## src/rtl/flag_alu_pkg.sv

```systemverilog
package flag_alu_pkg;

   typedef enum logic [2:0] {
      OP_ADD = 3'd0,
      OP_ADC = 3'd1,
      OP_SUB = 3'd2,
      OP_SBB = 3'd3,
      OP_AND = 3'd4,
      OP_OR  = 3'd5,
      OP_XOR = 3'd6,
      OP_RSV = 3'd7
   } alu_op_e;

   typedef struct packed {
      logic cf;
      logic of;
      logic sf;
      logic zf;
      logic af;
      logic pf;
   } cond_flags_t;

endpackage

```

## src/rtl/flag_alu_arith.sv

```systemverilog
module flag_alu_arith #(
   parameter int WIDTH = 32,
   parameter int NIB   = 4
) (
   input  logic             clk,
   input  logic             rst_n,
   input  logic [WIDTH-1:0] a,
   input  logic [WIDTH-1:0] b,
   input  logic             is_sub,
   input  logic             use_cin,
   input  logic             cin,
   output logic [WIDTH-1:0] sum,
   output logic             cf,
   output logic             of,
   output logic             af
);
   localparam int MSB = WIDTH - 1;

   if (NIB < 1 || NIB >= WIDTH) begin : g_bad_nib
      $error("flag_alu_arith: NIB must lie in 1..WIDTH-1");
   end

   logic [WIDTH-1:0] b_eff;
   logic             c0;
   logic [WIDTH:0]   ext;
   logic [NIB:0]     low;

   always_comb begin
      b_eff = is_sub ? ~b : b;
      c0    = use_cin ? (cin ^ is_sub) : is_sub;
      ext   = {1'b0, a} + {1'b0, b_eff} + {{WIDTH{1'b0}}, c0};
      low   = {1'b0, a[NIB-1:0]} + {1'b0, b_eff[NIB-1:0]} + {{NIB{1'b0}}, c0};
      sum   = ext[MSB:0];
      cf    = ext[WIDTH] ^ is_sub;
      af    = low[NIB] ^ is_sub;
      of    = (a[MSB] == b_eff[MSB]) && (sum[MSB] != a[MSB]);
   end

   // plain subtract: borrow iff a below b as unsigned
   assert_sub_borrow_R3: assert property (@(posedge clk) disable iff (!rst_n)
      (is_sub && !use_cin) |-> (cf == (a < b)));

   // plain add: carry iff the widened sum exceeds the range
   assert_add_carry_R1: assert property (@(posedge clk) disable iff (!rst_n)
      (!is_sub && !use_cin) |-> (cf == (({1'b0, a} + {1'b0, b}) > {1'b0, {WIDTH{1'b1}}})));

   // adding values of opposite sign can never overflow
   assert_no_overflow_R5: assert property (@(posedge clk) disable iff (!rst_n)
      (!is_sub && (a[MSB] != b[MSB])) |-> !of);

endmodule

```

## src/rtl/flag_alu_logic.sv

```systemverilog
module flag_alu_logic
   import flag_alu_pkg::*;
#(
   parameter int WIDTH = 32
) (
   input  logic [WIDTH-1:0] a,
   input  logic [WIDTH-1:0] b,
   input  alu_op_e          op,
   output logic [WIDTH-1:0] res
);
   always_comb begin
      unique case (op)
         OP_AND:  res = a & b;
         OP_OR:   res = a | b;
         OP_XOR:  res = a ^ b;
         default: res = '0;
      endcase
   end
endmodule

```

## src/rtl/flag_alu_condreg.sv

```systemverilog
module flag_alu_condreg
   import flag_alu_pkg::*;
(
   input  logic        clk,
   input  logic        rst_n,
   input  logic        we,
   input  cond_flags_t flags_d,
   output cond_flags_t flags_q
);
   always_ff @(posedge clk or negedge rst_n) begin
      if (!rst_n)  flags_q <= '0;
      else if (we) flags_q <= flags_d;
   end

   assert_hold_R10: assert property (@(posedge clk) disable iff (!rst_n)
      !we |=> (flags_q == $past(flags_q)));

   assert_load_R10: assert property (@(posedge clk) disable iff (!rst_n)
      we |=> (flags_q == $past(flags_d)));

   assert_reset_clear_R11: assert property (@(posedge clk) disable iff (!rst_n)
      $rose(rst_n) |-> (flags_q == '0));
endmodule

```

## src/rtl/flag_alu.sv

```systemverilog
module flag_alu
   import flag_alu_pkg::*;
#(
   parameter int WIDTH    = 32,
   parameter int NIB      = 4,
   parameter int PAR_BITS = 8
) (
   input  logic             clk,
   input  logic             rst_n,
   input  logic [WIDTH-1:0] a_in,
   input  logic [WIDTH-1:0] b_in,
   input  logic [2:0]       op_sel,
   input  logic             flag_we,
   output logic [WIDTH-1:0] result,
   output logic             f_carry,
   output logic             f_ovf,
   output logic             f_sign,
   output logic             f_zero,
   output logic             f_aux,
   output logic             f_par
);
   localparam int MSB = WIDTH - 1;

   if (WIDTH < 8) begin : g_bad_width
      $error("flag_alu: WIDTH must be at least 8");
   end
   if (PAR_BITS < 1 || PAR_BITS > WIDTH) begin : g_bad_par
      $error("flag_alu: PAR_BITS must lie in 1..WIDTH");
   end

   alu_op_e          op;
   logic             is_arith, is_sub, use_cin;
   logic [WIDTH-1:0] arith_res, logic_res;
   logic             a_cf, a_of, a_af;
   logic             par_even;
   cond_flags_t      flags_d, flags_q;

   always_comb begin
      op       = alu_op_e'(op_sel);
      is_arith = (op == OP_ADD) || (op == OP_ADC) || (op == OP_SUB) || (op == OP_SBB);
      is_sub   = (op == OP_SUB) || (op == OP_SBB);
      use_cin  = (op == OP_ADC) || (op == OP_SBB);
   end

   flag_alu_arith #(.WIDTH(WIDTH), .NIB(NIB)) u_arith (
      .clk     (clk),
      .rst_n   (rst_n),
      .a       (a_in),
      .b       (b_in),
      .is_sub  (is_sub),
      .use_cin (use_cin),
      .cin     (flags_q.cf),
      .sum     (arith_res),
      .cf      (a_cf),
      .of      (a_of),
      .af      (a_af)
   );

   flag_alu_logic #(.WIDTH(WIDTH)) u_logic (
      .a   (a_in),
      .b   (b_in),
      .op  (op),
      .res (logic_res)
   );

   // parity over the low PAR_BITS bits; full-width variant skips the slice
   if (PAR_BITS == WIDTH) begin : g_par_full
      assign par_even = ~^result;
   end else begin : g_par_low
      assign par_even = ~^result[PAR_BITS-1:0];
   end

   always_comb begin
      result     = is_arith ? arith_res : logic_res;
      flags_d.cf = is_arith & a_cf;
      flags_d.of = is_arith & a_of;
      flags_d.af = is_arith & a_af;
      flags_d.sf = result[MSB];
      flags_d.zf = (result == '0);
      flags_d.pf = par_even;
   end

   flag_alu_condreg u_cond (
      .clk     (clk),
      .rst_n   (rst_n),
      .we      (flag_we),
      .flags_d (flags_d),
      .flags_q (flags_q)
   );

   assign f_carry = flags_q.cf;
   assign f_ovf   = flags_q.of;
   assign f_sign  = flags_q.sf;
   assign f_zero  = flags_q.zf;
   assign f_aux   = flags_q.af;
   assign f_par   = flags_q.pf;

   // logic and reserved codes never raise the arithmetic-only flags
   assert_logic_clear_R9: assert property (@(posedge clk) disable iff (!rst_n)
      !is_arith |-> (!flags_d.cf && !flags_d.of && !flags_d.af));

   // reserved code returns zero
   assert_reserved_zero_R12: assert property (@(posedge clk) disable iff (!rst_n)
      (op_sel == 3'd7) |-> (result == '0 && flags_d.zf));

   // a zero result must report zero and even parity
   assert_zero_parity_R8: assert property (@(posedge clk) disable iff (!rst_n)
      (result == '0) |-> (flags_d.zf && flags_d.pf && !flags_d.sf));

endmodule

```

## config.mk

```make
export PLATFORM = sky130hd
export DESIGN_NAME = flag_alu
export DESIGN_NICKNAME = d
export VERILOG_FILES = /design/src/rtl/flag_alu_pkg.sv /design/src/rtl/flag_alu_arith.sv /design/src/rtl/flag_alu_logic.sv /design/src/rtl/flag_alu_condreg.sv /design/src/rtl/flag_alu.sv
export SDC_FILE = /design/constraint.sdc
export NUM_CORES = 1
export LEC_CHECK = 0
export ABC_AREA = 1
export BUFFER_PORTS_ARGS = -buffer_cell sky130_fd_sc_hd__clkbuf_2
export CAP_MARGIN = 10
export CORE_MARGIN = 2
export CORE_UTILIZATION = 50
export DETAILED_ROUTE_END_ITERATION = 8
export PLACE_DENSITY = 0.74
export SLEW_MARGIN = 15
export SYNTH_ARGS = -nofsm -noshare
export SYNTH_HDL_FRONTEND = slang
export SYNTH_SLANG_ARGS = --single-unit
```

## constraint.sdc

```tcl
create_clock -name clk -period 5.2 [get_ports clk]
set_input_delay 0.26 -clock clk [delete_from_list [all_inputs] [get_ports clk]]
set_output_delay 0.26 -clock clk [all_outputs]
set_load 0.02 [all_outputs]
```

==> results.toml, run 1 <==
[run_status]
outcome = "complete, no violations"

[cells_and_area]
largest_reg_flops = 6
nNetsFinal = 1187
n_antenna_cell = 0
top_register = "u_cond.flags_q"
most-common-layout-cells = "nand2_1, inv_1, clkbuf_2"
drive_gt1_share_pct = 15.78
biggestRegsByFlops = "u_cond.flags_q: 6 flops"
final_common_cell = "nand2_1"
fillers = 1144
regArea_um2 = 150.1
multi_input_area_mm2 = 0.004131
design_area_mm2 = 0.005853
syn_to_final_growth_pct = 13.43

[place]
io_buffers = 107
place_area_mm2 = 0.005802
hpwlAfterDp_um = 12470
gp_congestion = 0.9515

[die]
die_x_um = 105.6
die_y_um = 105.6
row_count = 37
start_util_pct = 50.66
fp.dieArea_mm2 = 0.01115
top_level_ports = 108
core_mm2 = 0.01018

[sta]
fin_crit_ns = 3.963
setup_tns_ns = 0
worstMarginPinSlew_ns = 0.8231
fmax_mhz = 252.3
slew_headroom_pct = 43.71
finalSetupViolations = 0
rsz0062_at_grt = "no"
slew_violations = 0
period_share_pct = 76.21
hold_violations = 0
skew_ns = 0.0003477

[drt]
dr.first_iter.drc_count = 333
drt-total-wl_um = 14870
dr_total_vias = 5716
final_antenna_net_count = 0
wl_per_cell_um = 12.93
vias_per_cell = 4.970
first_pass_iters = 5
drc = 0

[yosys]
synthFlopType = "dfrtp_1"
synth_xor_area_share_pct = 6.111
synthCells = 917
ys.warnings.count = 0
synth-simple-area-share_pct = 39.72
synth_cell_types = 37
yosys_register_bits = 6
yosysSeqAreaShare_pct = 2.910
syn_avg_cell_area_um2 = 5.627
synth-adder-area-share_pct = 24.78
synth_edf_count = 0
synth_mux_area_share_pct = 0
syn_nets = 1088
synth_compound_area_share_pct = 9.214
synth_top_family_by_area = "simple AND/OR/NAND/NOR gates"
syn_area_mm2 = 0.005160
synth-async-reset-ratio_pct = 100.0

[global_routing]
antenna_found_initial = 0
gr-total-overflow = 0
grt_pass1_vias = 5170
grt_max_degree = 33
grtUsageTotal_pct = 26.79
grt_pass1_wl_um = 24720

[critical_path]
cp.required_ns = 5.37
cp_data_arrival_time_ns = 4.13
r2r-start = "u_cond.flags_q[5]"
start_kind = "primary input"
rr_worst_depth = 24
crit_path_start = "op_sel[2]"
critPathKind = "in -> reg"
r2r-end = "u_cond.flags_q[2]"
r2r_slack_ns = 1.94
critPathMaxFanout = 32
endpoint_kind = "register"

[hold_path]
hp-class = "in -> reg"
holdPathEnd = "u_cond.flags_q[4]"
hold_path_startpoint = "a_in[31]"
worstHoldPathCells = 4

[power_and_ir_drop]
p_leak_nw = 3.797
p_per_area_mw_per_mm2 = 162.9
ir_worst_vdd_v = 0.0001631

[clocking]
clk_latency_ns = 0.23
clockBufferDepth = 2
clk_pin_slew_ns = 0.04
h-tree-depth = 1
cts_tree = "built"
postCtsSetupRepairBufs = 0
cts_sinks = 6
cts_buffers = 3
root_buffer = "clkbuf_8"

[run]
cap_violations = 0
-- stage by stage --
stage / std cells / hold slack [ns] / setup WS, ns / utilization, % / power [W]
after floorplan: 917 / -0.03559 / 1.435 / - / 0.0006433
after global placement: 1146 / 0.09831 / 1.173 / 56.97 / 0.0008697
after detailed placement: 1146 / 0.1040 / 1.013 / 56.97 / 0.0008724
after CTS: 1150 / 0.3766 / 1.240 / 57.47 / 0.0009505
after global routing: 1150 / 0.4058 / 0.8192 / 57.47 / 0.001063
final: 1150 / 0.3881 / 1.237 / 57.47 / 0.0009533
-- kinds of logic (layout without fill, tap and decap cells) --
| kind of cell | count (synthesis) | count (layout) |
|---|---|---|
| DFF | 6 | 6 |
| adders and majority gates | 101 | 101 |
| xor gates and xnor gates | 36 | 36 |
| buffers and inverters | 228 | 325 |
| and+or+nand+nor | 477 | 477 |
| AOI/OAI and AO/OA | 69 | 69 |
-- cell usage after synthesis (6+ instances only) --
cell type	number	share of area, %
inv_1	202	15
nand2_1	285	21
dfrtp_1	6	2.9
ha_1	99	24
a21oi_1	23	2.2
nor2_2	8	0.97
nand2_2	19	2.3
a221oi_1	26	4.4
nand3_1	51	4.9
buf_2	10	0.97
nor2_1	79	5.7
nand3b_1	6	0.87
xor2_1	34	5.8
nand4_1	12	1.5
o21ai_0	9	0.87
-- how the worst max path moves through the flow --
stage	depth (start not counted)	to	slack, ns
floorplan	28	u_cond.flags_q[2]	1.43
global placement	26	u_cond.flags_q[2]	1.17
detailed placement	26	u_cond.flags_q[2]	1.01
CTS	26	u_cond.flags_q[2]	1.24
global route	26	u_cond.flags_q[2]	0.82
finish	26	u_cond.flags_q[2]	1.24
-- per-layer routing --
metal  vias to the layer above  track usage (%)  routed length [µm]
li1                       3035                -                   -
met1                      2483            40.04                7514
met2                       186            42.86                6287
met3                        12            2.041                 883
met4                         0            3.665                 184
met5                         -                0                   0
-- power breakdown --
| part | total [W] | switching, W | internal, W |
|---|---|---|---|
| registers | 0.0000617 | 0.00000635 | 0.0000554 |
| clock network | 0.0000710 | 0.0000212 | 0.0000498 |
| logic | 0.000821 | 0.000539 | 0.000281 |
-- final cells by class --
type                       count  area share [%]
clock buffer                   3          0.7054
inverter                     211           13.53
multi-input combinational    683           70.59
sequential                     6           2.565
tap                          136           2.907
timing repair buffer         111           9.705
-- critical path: stages --
cell and delay, ns:
clkbuf_2 0.18, inv_2 0.55, nand2_1 0.10, buf_4 0.32, xor2_1 0.24, fa_1 0.27, inv_1 0.07, fa_1 0.35
inv_1 0.11, nand3_1 0.11, nand2_2 0.14, nand2_1 0.08, nand2_2 0.10, a21oi_1 0.06, o21ai_0 0.08, nand4_1 0.13
inv_1 0.08, ha_1 0.13, nand2_1 0.05, nor2_1 0.10, nand3_1 0.09, nor2_1 0.12, nand3_1 0.10, nor2_1 0.13
nand3_1 0.08, nand2_1 0.06
-- repair_timing --
action	CTS	global route
gates resized for setup	0	0
hold buffers	1	0
endpoints found under the hold margin	6	0
Note: power is estimated with default switching activity, not from simulation.
==> inputs of run 2 (changes only) <==
==> constraint.sdc (replaced) <==
create_clock -name clk -period 3.7 [get_ports clk]
set_input_delay 0.185 -clock clk [delete_from_list [all_inputs] [get_ports clk]]
set_output_delay 0.185 -clock clk [all_outputs]
set_load 0.02 [all_outputs]
==> run 2 against run 1 <==
Against the previous run:
- register-to-register slack worse by 1.5 ns
- global-route usage is 0.091 points lower
- die area stayed put
- wire length is 0.44% lower
- cell area is 0.64% higher
==> results.toml, run 2 (same netlist as run 1, synthesis figures left out) <==
[cells_and_area]
nNetsFinal = 1192
final_common_cell = "nand2_1"
drive_gt1_share_pct = 16.19
syn_to_final_growth_pct = 14.16
largest_reg_flops = 6
n_antenna_cell = 0
biggestRegsByFlops = "u_cond.flags_q: 6 flops"
top_register = "u_cond.flags_q"
most-common-layout-cells = "nand2_1, inv_1, clkbuf_2"
fillers = 1120

[drt]
drc = 0
wl_per_cell_um = 12.82
drt-total-wl_um = 14800
vias_per_cell = 5.026
final_antenna_net_count = 0
dr.first_iter.drc_count = 401
first_pass_iters = 5
dr_total_vias = 5805

[sta]
finalSetupViolations = 0
worstMarginPinSlew_ns = 0.7813
period_share_pct = 88.81
skew_ns = 0.008832
setup_tns_ns = 0
fmax_mhz = 304.3
slew_headroom_pct = 47.74
rsz0062_at_grt = "no"
hold_violations = 0
fin_crit_ns = 3.286
slew_violations = 0

[global_routing]
grt_pass1_wl_um = 24650
grtUsageTotal_pct = 26.70
grt_max_degree = 23
grt_pass1_vias = 5259
gr-total-overflow = 0
antenna_found_initial = 0

[clocking]
cts_buffers = 3
cts_tree = "built"
clk_latency_ns = 0.24
h-tree-depth = 1
root_buffer = "clkbuf_8"
cts_sinks = 6
clockBufferDepth = 2
clk_pin_slew_ns = 0.04

[die]
core_mm2 = 0.01018
start_util_pct = 50.66
die_y_um = 105.6
row_count = 37
fp.dieArea_mm2 = 0.01115
top_level_ports = 108
die_x_um = 105.6

[place]
gp_congestion = 1.078
io_buffers = 107
hpwlAfterDp_um = 12600

[critical_path]
slowest_stage = "dfrtp_1"
r2r_slack_ns = 0.41
r2r-end = "u_cond.flags_q[2]"
cp_slowest_stage_delay_ns = 0.39
critPathKind = "reg -> reg"
endpoint_kind = "register"
path_cells = "nand2_1 -> o21ai_0 -> a21oi_1 -> fa_1 -> inv_1 -> fa_1 -> inv_1 -> nand3_1 -> nand2_2 -> nand2_1 -> nand2_2 -> a21oi_1 -> o21ai_0 -> nand4_1 -> inv_1 -> ha_1 -> nand2_1 -> nor2_1 -> nand3_1 -> nor2_1 -> nand3_1 -> nor2_1 -> nand3_1 -> nand2_1"
critPathMaxFanout = 6
rr_worst_depth = 24
endpoint = "u_cond.flags_q[2]"
start_kind = "register"
crit_path_start = "u_cond.flags_q[5]"
cp.required_ns = 3.88
r2r-start = "u_cond.flags_q[5]"
cp_data_arrival_time_ns = 3.47

[run]
cap_violations = 0

[power_and_ir_drop]
ir_worst_vdd_v = 0.0002311
finalPower_w = 0.001349
p_leak_nw = 3.821
p_per_area_mw_per_mm2 = 229.1

[hold_path]
hp-class = "in -> reg"

[run_status]
outcome = "complete, no violations"
==> run 2: how the worst min path moves through the flow <==
stage | from | to | slack (ns) | depth (start not counted)
2_1_floorplan | rst_n | u_cond.flags_q[0] | -0.11 | 0
3_3_place_gp | rst_n | u_cond.flags_q[3] | 0.03 | 1
3_5_place_dp | rst_n | u_cond.flags_q[4] | 0.03 | 1
4_1_cts | a_in[31] | u_cond.flags_q[4] | 0.29 | 4
5_1_grt | a_in[31] | u_cond.flags_q[4] | 0.31 | 4
6_report | a_in[31] | u_cond.flags_q[4] | 0.29 | 4
==> run 2: worst max-delay path, delay by kind of cell (launching register included) <==
kind,cells,cell delay (ns)
buf+inv,3,0.27
flops,1,0.39
fa+ha+maj,3,0.77
compound gates,4,0.38
simple gates,14,1.43
==> run 2: where the power goes <==
part / total, W / switching, W / internal, W
combinational: 0.00116 / 0.000758 / 0.000399
sequential: 0.0000843 / 0.00000664 / 0.0000777
clock: 0.000108 / 0.0000371 / 0.0000707
total: 0.00135 / 0.000802 / 0.000547
==> run 2: through the flow <==
stage | setup WS (ns) | utilization [%] | hold WS [ns] | cells | instance area, µm²
finish | 0.4139 | 57.84 | 0.2911 | 1155 | 5891
global route | 0.05079 | 57.84 | 0.3108 | 1155 | 5891
CTS | 0.4526 | 57.84 | 0.2862 | 1155 | 5891
detailed placement | 0.3956 | 57.33 | 0.02575 | 1151 | 5839
global placement | 0.4555 | 57.33 | 0.02757 | 1151 | 5839
floorplan | 0.009521 | - | -0.1106 | 917 | 5160
==> run 2: area by class of cell <==
type	instances	area [µm²]	area share, %
Clock buffer	3	41.29	0.7009
Timing Repair Buffer	116	605.6	10.28
Tap cell	136	170.2	2.889
Multi-Input combinational cell	683	4131	70.14
Inverter	211	792.0	13.45
Sequential cell	6	150.1	2.549
==> run 2: what timing repair did <==
action | in CTS | in global routing
hold endpoints to repair | 6 | 0
hold buffers | 1 | 0
setup buffers | 0 | 0
gates resized for setup | 0 | 0
==> run 2: per-layer routing <==
| metal | track usage, % | up-vias | wire, µm |
|---|---|---|---|
| li1 | - | 3040 | - |
| met1 | 38.84 | 2549 | 7310 |
| met2 | 44.10 | 203 | 6421 |
| met3 | 1.670 | 13 | 876 |
| met4 | 4.041 | 0 | 195 |
| met5 | 0 | - | 0 |
==> inputs of run 3 (changes only) <==
--- a/config.mk
+++ b/config.mk
@@ -12,7 +12,7 @@
 export CORE_UTILIZATION = 50
 export DETAILED_ROUTE_END_ITERATION = 8
 export PLACE_DENSITY = 0.74
-export SLEW_MARGIN = 15
+export SETUP_SLACK_MARGIN = 0.5
 export SYNTH_ARGS = -nofsm -noshare
 export SYNTH_HDL_FRONTEND = slang
 export SYNTH_SLANG_ARGS = --single-unit
==> run 3 against run 2 <==
Against the previous run:
- register-to-register slack better by 0.18 ns
- non-clock buffer count up 8
- global-route usage about the same
- power up 4.3%
- die area unchanged
- cell count up 0.69%
- via count up 1.1%
- combinational power up 5%
- wire length up 2.0%
- cell area up 2.9%
- sequential share of layout area down 0.071 points
- critical path type is now reg -> out
==> results.toml, run 3 (same netlist as run 1, synthesis figures left out) <==
[die]
die_y_um = 105.6
start_util_pct = 50.66
die_x_um = 105.6
fp.dieArea_mm2 = 0.01115
top_level_ports = 108
row_count = 37
core_mm2 = 0.01018

[critical_path]
endpoint_kind = "output pin"
critPathKind = "reg -> out"
cp.required_ns = 3.51
critPathMaxFanout = 5
cp_data_arrival_time_ns = 2.94
rr_worst_depth = 19
start_kind = "register"

[sta]
fmax_mhz = 320.0
slew_violations = 0
setup_tns_ns = 0
slew_headroom_pct = 50.25
rsz0062_at_grt = "yes"
finalSetupViolations = 0
period_share_pct = 84.47
skew_ns = 0.001097
worstMarginPinSlew_ns = 0.7438
holdWs_ns = 0.2916
hold_violations = 0
fin_crit_ns = 3.125

[global_routing]
grtUsageTotal_pct = 26.69
gr-total-overflow = 0
grt_pass1_wl_um = 24860
antenna_found_initial = 0
grt_max_degree = 23
grt_pass1_vias = 5421

[cells_and_area]
largest_reg_flops = 6
biggestRegsByFlops = "u_cond.flags_q: 6 flops"
regArea_um2 = 150.1
utilization_pct = 59.50
multi_input_area_mm2 = 0.004225
syn_to_final_growth_pct = 17.43
top_register = "u_cond.flags_q"
n_antenna_cell = 0
nNetsFinal = 1200
drive_gt1_share_pct = 18.79
fin_cells = 1163
most-common-layout-cells = "nand2_1, inv_1, clkbuf_2"
fillers = 1081
final_common_cell = "nand2_1"

[clocking]
cts_buffers = 3
clk_latency_ns = 0.22
cts_sinks = 6
root_buffer = "clkbuf_8"
cts_tree = "built"
clk_pin_slew_ns = 0.04
clockBufferDepth = 2
h-tree-depth = 1

[drt]
dr.first_iter.drc_count = 350
dr_total_vias = 5866
final_antenna_net_count = 0
wl_per_cell_um = 12.98
drc = 0
first_pass_iters = 7
vias_per_cell = 5.044
drt-total-wl_um = 15090

[power_and_ir_drop]
comb_power_share_pct = 86.8
p_sw_share_pct = 58.60
ir_worst_vdd_v = 0.0002352
p_per_area_mw_per_mm2 = 232.2
p_seq_share_pct = 6.2
cell_internal_pwr_w = 0.0005827
p_leak_nw = 3.884
p_sw_w = 0.0008247
power.share.clock_pct = 7.0

[place]
hpwlAfterDp_um = 12710
gp_congestion = 1.004
io_buffers = 107
dp.cells = 1150

[run_status]
outcome = "complete, no violations"

[hold_path]
worstHoldPathCells = 4
hp-class = "in -> reg"

[run]
cap_violations = 0
run 3: cell types whose count changed in the layout (fill, tap and decap cells not counted), sizes merged:
cell,previous run,this run
buf,8,16
run 3: area by class of cell:
class,instances,area share (%)
clock buffers,3,0.6814
flip-flops and latches,6,2.478
repair buffers,124,11.15
multi-input cells,683,69.73
inverters,211,13.15
well taps,136,2.808
run 3: stage by stage:
stage | power (W) | instance area [µm²] | setup slack, ns
4_1_cts | 0.001364 | 5956 | 0.5286
2_1_floorplan | 0.0009211 | 5224 | 0.3937
3_3_place_gp | 0.001234 | 5869 | 0.4822
5_1_grt | 0.001551 | 6060 | 0.3853
3_5_place_dp | 0.001246 | 5869 | 0.3390
6_report | 0.001407 | 6060 | 0.5745
run 3: worst paths after layout:
kind	startpoint	end	slack, ns
setup / recovery	u_cond.flags_q[5]	result[28]	0.57
hold reg to reg	u_cond.flags_q[3]	u_cond.flags_q[3]	0.49
hold / removal	a_in[31]	u_cond.flags_q[4]	0.29
min in group asynchronous	rst_n	u_cond.flags_q[4]	0.33
setup reg to reg	u_cond.flags_q[5]	u_cond.flags_q[2]	0.59
max in group asynchronous	rst_n	u_cond.flags_q[3]	3.22
run 3: per-layer routing:
metal  GRT usage (%)  routed length (µm)  vias to the layer above
met1           38.37                7295                     2593
met2           44.06                6604                      190
met5               0                   0                        -
met4           5.733                 287                        0
li1                -                   -                     3065
met3           1.361                 906                       18
run 3: critical path: stages (launching register included):
cell and delay [ns]:
dfrtp_1 0.39, nand2_2 0.11, o21ai_2 0.08, a21oi_2 0.13
fa_2 0.24, inv_2 0.05, fa_2 0.38, inv_2 0.09
nand3_4 0.07, nand2_4 0.10, buf_4 0.13, nand2_1 0.06
nand2_2 0.12, nand2_2 0.07, nand2_2 0.08, nand2_1 0.12
nand3_1 0.11, nand3_1 0.10, nand2_2 0.11, clkbuf_2 0.18
run 3: repair_timing:
item,in CTS,in global routing
gates resized for setup,1,23
endpoints found under the setup margin,1,6
buffers inserted,4,5
hold buffers,1,0
endpoints found under the hold margin,6,0
pin swaps,4,13
run 3: power groups by stage:
| stage | sequential, W | combinational, W | clock [W] |
|---|---|---|---|
| global route | 0.0000875 | 0.00136 | 0.000104 |
| floorplan | 0.0000987 | 0.000822 | 0 |
| global placement | 0.0000871 | 0.00115 | 0 |
| CTS | 0.0000861 | 0.00118 | 0.000100 |
| detailed placement | 0.0000865 | 0.00116 | 0 |
| finish | 0.0000869 | 0.00122 | 0.0000983 |
